--- config.mk ---
export PLATFORM = sky130hd
export DESIGN_NAME = prio_irq_ctrl
export DESIGN_NICKNAME = d
export VERILOG_FILES = /design/src/rtl/pic_pkg.sv /design/src/rtl/pic_prio_enc.sv /design/src/rtl/pic_regfile.sv /design/src/rtl/prio_irq_ctrl.sv
export SDC_FILE = /design/constraint.sdc
export NUM_CORES = 1
export LEC_CHECK = 0
export ABC_AREA = 1
export BUFFER_PORTS_ARGS = -buffer_cell sky130_fd_sc_hd__buf_4
export CAP_MARGIN = 20
export CORE_MARGIN = 2
export CORE_UTILIZATION = 45
export CTS_BUF_LIST = sky130_fd_sc_hd__clkbuf_16
export DETAILED_ROUTE_END_ITERATION = 12
export GPL_TIMING_DRIVEN = 0
export PLACE_DENSITY = 0.72
export SLEW_MARGIN = 20
export SYNTH_ARGS = -nofsm -noshare
export SYNTH_HDL_FRONTEND = slang
export SYNTH_SLANG_ARGS = --single-unit
--- constraint.sdc ---
create_clock -name clk -period 1.5 [get_ports clk]
set_clock_uncertainty 0.2 [all_clocks]
set_input_delay 0.375 -clock clk [delete_from_list [all_inputs] [get_ports clk]]
set_output_delay 0.375 -clock clk [all_outputs]
set_load 0.005 [all_outputs]
--- src/rtl/pic_pkg.sv ---
package pic_pkg;
    // register addresses on the read/write port
    localparam logic [2:0] ADDR_PEND  = 3'd0;
    localparam logic [2:0] ADDR_MASK  = 3'd1;
    localparam logic [2:0] ADDR_CLR   = 3'd2;
    localparam logic [2:0] ADDR_FORCE = 3'd3;
    localparam logic [2:0] ADDR_CTL   = 3'd4;
endpackage

--- src/rtl/pic_prio_enc.sv ---
module pic_prio_enc #(
    parameter int NUM_LVL = 16,
    localparam int LVL_W  = $clog2(NUM_LVL)
) (
    input  logic [NUM_LVL-1:0] active_i,
    output logic [LVL_W-1:0]   level_o
);
    // ascending scan: the last hit is the highest level; bit 0 never counts
    always_comb begin
        level_o = '0;
        for (int i = 1; i < NUM_LVL; i++) begin
            if (active_i[i]) level_o = LVL_W'(i);
        end
    end
endmodule

--- src/rtl/pic_regfile.sv ---
module pic_regfile
    import pic_pkg::*;
#(
    parameter int NUM_LVL = 16,
    parameter int DATA_W  = 32,
    parameter int OVR_LVL = 7,
    parameter int NUM_OVR = 2,
    localparam int LVL_W  = $clog2(NUM_LVL)
) (
    input  logic               clk,
    input  logic               rst_n,
    input  logic [NUM_LVL-1:0] req_i,
    input  logic [NUM_OVR-1:0] ovr_i,
    input  logic               we_i,
    input  logic [2:0]         addr_i,
    input  logic [DATA_W-1:0]  wdata_i,
    output logic [DATA_W-1:0]  rdata_o,
    input  logic               ack_valid_i,
    input  logic [LVL_W-1:0]   ack_level_i,
    output logic [NUM_LVL-1:0] pend_o,
    output logic [NUM_LVL-1:0] mask_o,
    output logic [NUM_LVL-1:0] force_o,
    output logic               test_o,
    output logic               par_err_o
);
    localparam logic [DATA_W-1:0] LEG_SRC_W  = DATA_W'((64'd1 << NUM_LVL) - 64'd2);
    localparam logic [DATA_W-1:0] LEG_MASK_W = LEG_SRC_W & ~(DATA_W'(1) << (NUM_LVL - 1));
    localparam logic [NUM_LVL-1:0] LEG_SRC   = LEG_SRC_W[NUM_LVL-1:0];
    localparam logic [NUM_LVL-1:0] LEG_MASK  = LEG_MASK_W[NUM_LVL-1:0];

    typedef struct packed {
        logic [NUM_LVL-1:0] pend;
        logic [NUM_LVL-1:0] mask;
        logic [NUM_LVL-1:0] frc;
        logic               test;
        logic               par;
    } pic_state_t;

    pic_state_t st_d, st_q;
    logic [NUM_LVL-1:0] ack_oh;

    // one-hot acknowledge decode; level 0 never decodes
    for (genvar i = 0; i < NUM_LVL; i++) begin : g_ack
        if (i == 0) begin : g_zero
            assign ack_oh[i] = 1'b0;
        end else begin : g_lvl
            assign ack_oh[i] = ack_valid_i && (ack_level_i == LVL_W'(i));
        end
    end

    always_comb begin
        logic [NUM_LVL-1:0] req_eff, ack_f, ack_p, clr;
        st_d     = st_q;
        st_d.par = 1'b0;
        req_eff  = req_i & LEG_SRC;
        if (|ovr_i) req_eff[OVR_LVL] = 1'b1;
        ack_f    = ack_oh & (st_q.test ? st_q.frc : '0);
        ack_p    = ack_oh & ~ack_f;
        clr      = '0;
        st_d.frc = st_q.frc & ~ack_f;
        if (we_i) begin
            case (addr_i)
                ADDR_MASK: begin
                    st_d.mask = wdata_i[NUM_LVL-1:0] & LEG_MASK;
                    st_d.par  = |(wdata_i & ~LEG_MASK_W);
                end
                ADDR_CLR: begin
                    clr      = wdata_i[NUM_LVL-1:0] & LEG_SRC;
                    st_d.par = |(wdata_i & ~LEG_SRC_W);
                end
                ADDR_FORCE: begin
                    st_d.frc = wdata_i[NUM_LVL-1:0] & LEG_SRC;
                    st_d.par = |(wdata_i & ~LEG_SRC_W);
                end
                ADDR_CTL: st_d.test = wdata_i[0];
                default: ;
            endcase
        end
        st_d.pend = (st_q.pend & ~clr & ~ack_p) | req_eff;
    end

    always_ff @(posedge clk or negedge rst_n) begin
        if (!rst_n) st_q <= '0;
        else        st_q <= st_d;
    end

    always_comb begin
        case (addr_i)
            ADDR_PEND:  rdata_o = DATA_W'(st_q.pend);
            ADDR_MASK:  rdata_o = DATA_W'(st_q.mask);
            ADDR_FORCE: rdata_o = DATA_W'(st_q.frc);
            ADDR_CTL:   rdata_o = DATA_W'(st_q.test);
            default:    rdata_o = '0;
        endcase
    end

    assign pend_o    = st_q.pend;
    assign mask_o    = st_q.mask;
    assign force_o   = st_q.frc;
    assign test_o    = st_q.test;
    assign par_err_o = st_q.par;

    // every legal request bit is pending after the edge
    for (genvar i = 1; i < NUM_LVL; i++) begin : g_req_chk
        p_req_sets_r1: assert property (@(posedge clk) disable iff (!rst_n)
            req_i[i] |=> pend_o[i]);
    end

    p_ovr_sets_r2: assert property (@(posedge clk) disable iff (!rst_n)
        (|ovr_i) |=> pend_o[OVR_LVL]);

    p_clear_all_r5: assert property (@(posedge clk) disable iff (!rst_n)
        (we_i && addr_i == ADDR_CLR && (&wdata_i[NUM_LVL-1:1])
         && req_i == '0 && ovr_i == '0) |=> (pend_o == '0));

    p_mask_par_r8: assert property (@(posedge clk) disable iff (!rst_n)
        (we_i && addr_i == ADDR_MASK && |(wdata_i & ~LEG_MASK_W)) |=> par_err_o);

    p_quiet_par_r8: assert property (@(posedge clk) disable iff (!rst_n)
        !we_i |=> !par_err_o);
endmodule

--- src/rtl/prio_irq_ctrl.sv ---
module prio_irq_ctrl #(
    parameter int NUM_LVL = 16,
    parameter int DATA_W  = 32,
    parameter int OVR_LVL = 7,
    parameter int NUM_OVR = 2,
    localparam int LVL_W  = $clog2(NUM_LVL)
) (
    input  logic               clk,
    input  logic               rst_n,
    input  logic [NUM_LVL-1:0] irq_req_i,
    input  logic [NUM_OVR-1:0] rx_overrun_i,
    input  logic               reg_we_i,
    input  logic [2:0]         reg_addr_i,
    input  logic [DATA_W-1:0]  reg_wdata_i,
    output logic [DATA_W-1:0]  reg_rdata_o,
    input  logic               ack_valid_i,
    input  logic [LVL_W-1:0]   ack_level_i,
    output logic [LVL_W-1:0]   irq_level_o,
    output logic               par_err_o
);
    localparam logic [NUM_LVL-1:0] LVL_BITS = {{(NUM_LVL-1){1'b1}}, 1'b0};

    logic [NUM_LVL-1:0] pend, mask, frc, active;
    logic               test;
    logic [LVL_W-1:0]   level_d, level_q;

    pic_regfile #(
        .NUM_LVL(NUM_LVL), .DATA_W(DATA_W), .OVR_LVL(OVR_LVL), .NUM_OVR(NUM_OVR)
    ) regs_i (
        .clk(clk), .rst_n(rst_n),
        .req_i(irq_req_i), .ovr_i(rx_overrun_i),
        .we_i(reg_we_i), .addr_i(reg_addr_i), .wdata_i(reg_wdata_i),
        .rdata_o(reg_rdata_o),
        .ack_valid_i(ack_valid_i), .ack_level_i(ack_level_i),
        .pend_o(pend), .mask_o(mask), .force_o(frc), .test_o(test),
        .par_err_o(par_err_o)
    );

    always_comb begin
        active = (pend | (test ? frc : '0)) & ~mask & LVL_BITS;
    end

    pic_prio_enc #(.NUM_LVL(NUM_LVL)) enc_i (
        .active_i(active),
        .level_o(level_d)
    );

    always_ff @(posedge clk or negedge rst_n) begin
        if (!rst_n) level_q <= '0;
        else        level_q <= level_d;
    end

    assign irq_level_o = level_q;

    p_top_unmasked_r3: assert property (@(posedge clk) disable iff (!rst_n)
        pend[NUM_LVL-1] |=> (irq_level_o == LVL_W'(NUM_LVL - 1)));

    p_idle_zero_r4: assert property (@(posedge clk) disable iff (!rst_n)
        ((pend & ~mask & LVL_BITS) == '0 && !test) |=> (irq_level_o == '0));

    p_force_gated_r6: assert property (@(posedge clk) disable iff (!rst_n)
        (!test && pend == '0) |=> (irq_level_o == '0));
endmodule

==> out/results.tsv <==
metric	value	unit
Post-Syn Area per Cell	7.56	sq um
CTS clock-pin slew for the worst setup and hold paths	0.07	ns
failing checks	setup timing	
Largest stage delay, worst path	0.24	ns
drt wl/cell	19.2	um
R2R Path End	irq_level_o[0]$_DFF_PN0_	
antenna-violating nets left	0	
Critical Path AT	1.50	ns
worst-case hold slack	0.0718	ns
die area	7160	sq um
crit-path leading delay family	buffers and inverters	
crit path from	reg_addr_i[0]	
Yosys warnings	0	
outcome	finished with violations	
crit path max fanout	6	
number of synthesized flops with an enable pin	0	
Area Overhead vs Synth	71.6	%
residual DRC count	0	
DR vias	3439	
Tmin final	2.08	ns
worst vdd ir	0.652	mV
measured slew at the worst slew-check pin	0.681	ns
RSZ-0062 raised after global routing	true	
chip width	84.6	um
RR Startpoint	regs_i.test_o$_DFFE_PN0P_	
crit-path cells	buf_8 -> clkinvlp_4 -> buf_6 -> nor3_4 -> buf_4 -> buf_8 -> a22oi_2 -> nand2_4 -> buf_6	
vias in the first global route	3088	
dominant cells by area after synthesis	dfrtp_1 43%, nand2_1 13%, o21bai_1 6.4%	
Post-Synthesis Cells	387	
setup ws final	-0.580	ns
clock insertion delay at the later pin of the skew report	0.30	ns
max-cap violation count	0	
fmax	481	MHz
CP Depth	9	
ys flop type	dfrtp_1	
row cnt	29	
CP Class	in2out	
H-tree depth	2	
Tot GR Track Use	0.275	
first-pass GRT wire length	15300	um
Final Power	4450	uW
DR vias/cell	5.62	
Hold Fails Final Rpt	0	
leakage	0.00254	uW
Sink Count	50	
Clock Tree Buf Depth	2	
initial drt markers	412	
top cell type's share of synthesized area	0.428	
CTS buffer count	5	
starting density of the core	0.463	
layout cells sized above 1	0.518	
most numerous cell in the Yosys netlist	nand2_1	
Final Setup Violations	59	
Placed Cells	559	
CP Buf/Inv Count	6	
post-synthesis sequential area ratio	0.428	
Power Density	886	nW/um^2
Placeable Area	6310	sq um
Reg2Reg Depth	18	
Mapped Area	2930	sq um
Layout Cells excl Fill	612	
WP data required	0.92	ns
IO Pins	98	
CTS tree	yes	
slack of the worst reg-to-reg path	-0.50	ns
area leader, netlist	dfrtp_1	
pin count of the biggest net entering global routing	51	
Root Driver	clkbuf_16	
part of the cycle the worst path needs	1.39	
final setup TNS	-14.58	ns
asr flop ratio synth	1.00	
HPWL after DPL	6290	um
# port buffers	80	
CP Launch Type	input pin	
Slew Limit Fails	0	
Netlist cell types	29	
commonest cells in the netlist	102 x nand2_1, 50 x dfrtp_1, 44 x inv_1	
Min-Delay Path Class	in2reg	
Final Util	0.795	
Overflow after GRT	0	
Rel. slew slack	0.546	
final WL	11800	um
Yosys reg bits	50	
Routability Congestion	0.906	
initial antenna violation count	0	
drt pass-1 iters	5	
Critical Path End Type	primary output	
Nets	595	
CP max stage cell	nor3_4	
Ant. Diodes	0	
Worst Setup EP	reg_rdata_o[7]	
Die Y	84.6	um
-- worst min-delay path by stage --
| stage | start | cells after the start | endpoint |
|---|---|---|---|
| floorplan | rst_n | 0 | irq_level_o[0]$_DFF_PN0_ |
| global placement | rst_n | 1 | regs_i.mask_o[10]$_DFFE_PN0P_ |
| detailed placement | rst_n | 1 | regs_i.pend_o[11]$_DFF_PN0_ |
| CTS | irq_req_i[10] | 2 | regs_i.pend_o[10]$_DFF_PN0_ |
| global route | irq_req_i[12] | 2 | regs_i.pend_o[12]$_DFF_PN0_ |
| finish | irq_req_i[13] | 2 | regs_i.pend_o[13]$_DFF_PN0_ |
-- area by class of cell --
cell class	count	area, sq um
well taps	77	96.3
clock buffers	5	125
clock inverters	3	21.3
flip-flops and latches	50	1250
plain buffers	28	298
repair buffers	125	1180
multi-input cells	278	1860
fillers	400	1290
inverters	46	186
-- cells in the final DEF (no fill, tap or decap), types with 2 or more instances in the layout --
cell | synthesis | routed
nand3_1 | 15 | 6
o211ai_1 | 15 | 15
inv_2 | 2 | 12
nand2_4 | 0 | 13
nand2_1 | 102 | 53
clkinv_4 | 0 | 2
clkbuf_16 | 0 | 9
o21ai_0 | 28 | 6
o21ai_2 | 0 | 8
o21bai_2 | 1 | 2
dfrtp_1 | 50 | 50
nor4_1 | 2 | 2
conb_1 | 1 | 16
buf_8 | 0 | 11
nor2_1 | 31 | 19
nand3_2 | 0 | 8
nor2_2 | 0 | 5
o21bai_4 | 0 | 5
o21bai_1 | 25 | 19
buf_6 | 1 | 27
nor3_4 | 2 | 3
a21oi_2 | 1 | 4
nor2_4 | 0 | 7
nand4_1 | 2 | 2
o21ai_1 | 18 | 31
buf_12 | 0 | 4
nand2_2 | 4 | 39
inv_1 | 44 | 31
buf_4 | 16 | 104
a22oi_2 | 0 | 3
nor3_1 | 4 | 3
-- cells by family (layout without fill, tap and decap cells) --
family | count (synthesis) | count (layout) | synth area share
and+or+nand+nor | 164 | 164 | 0.238
AOI/OAI and AO/OA | 98 | 98 | 0.211
buffers and inverters | 74 | 207 | 0.122
DFF | 50 | 50 | 0.428
other | 1 | 16 | 0.00128
-- flip-flops by register name, summed over array words and instances, names as in the netlist --
signal and flops:
irq_level_o 4, regs_i.par_err_o 1, regs_i.mask_o 14, regs_i.pend_o 15, regs_i.force_o 15, regs_i.test_o 1
-- stage by stage --
| stage | cell area (sq um) | worst slack (ns) |
|---|---|---|
| global placement | 3730 | -0.517 |
| global route | 5020 | -0.606 |
| floorplan | 3030 | -0.0786 |
| finish | 5020 | -0.580 |
| detailed placement | 3730 | -0.552 |
| CTS | 4370 | -0.386 |
-- power breakdown --
group / leakage, uW / switching, uW / internal [uW]
sequential: 0.000564 / 206 / 1520
clock: 0.0000714 / 540 / 620
combinational: 0.00191 / 759 / 805
-- routing by layer --
metal / vias up / wire (um) / GRT usage
met1: 1641 / 4420 / 0.367
met2: 217 / 5910 / 0.457
met4: 0 / 385 / 0.0952
li1: 1542 / - / -
met5: - / 0 / 0
met3: 39 / 1070 / 0.0433
-- repair_timing --
item                                    CTS  global route
gates cloned                              3             5
pin swaps                                22            36
gates resized for setup                  91           136
hold buffers                              1             0
setup buffers                            19            19
endpoints found under the hold margin    50             0
endpoints found under the setup margin   52            60
(Power assumes the default switching activity.)
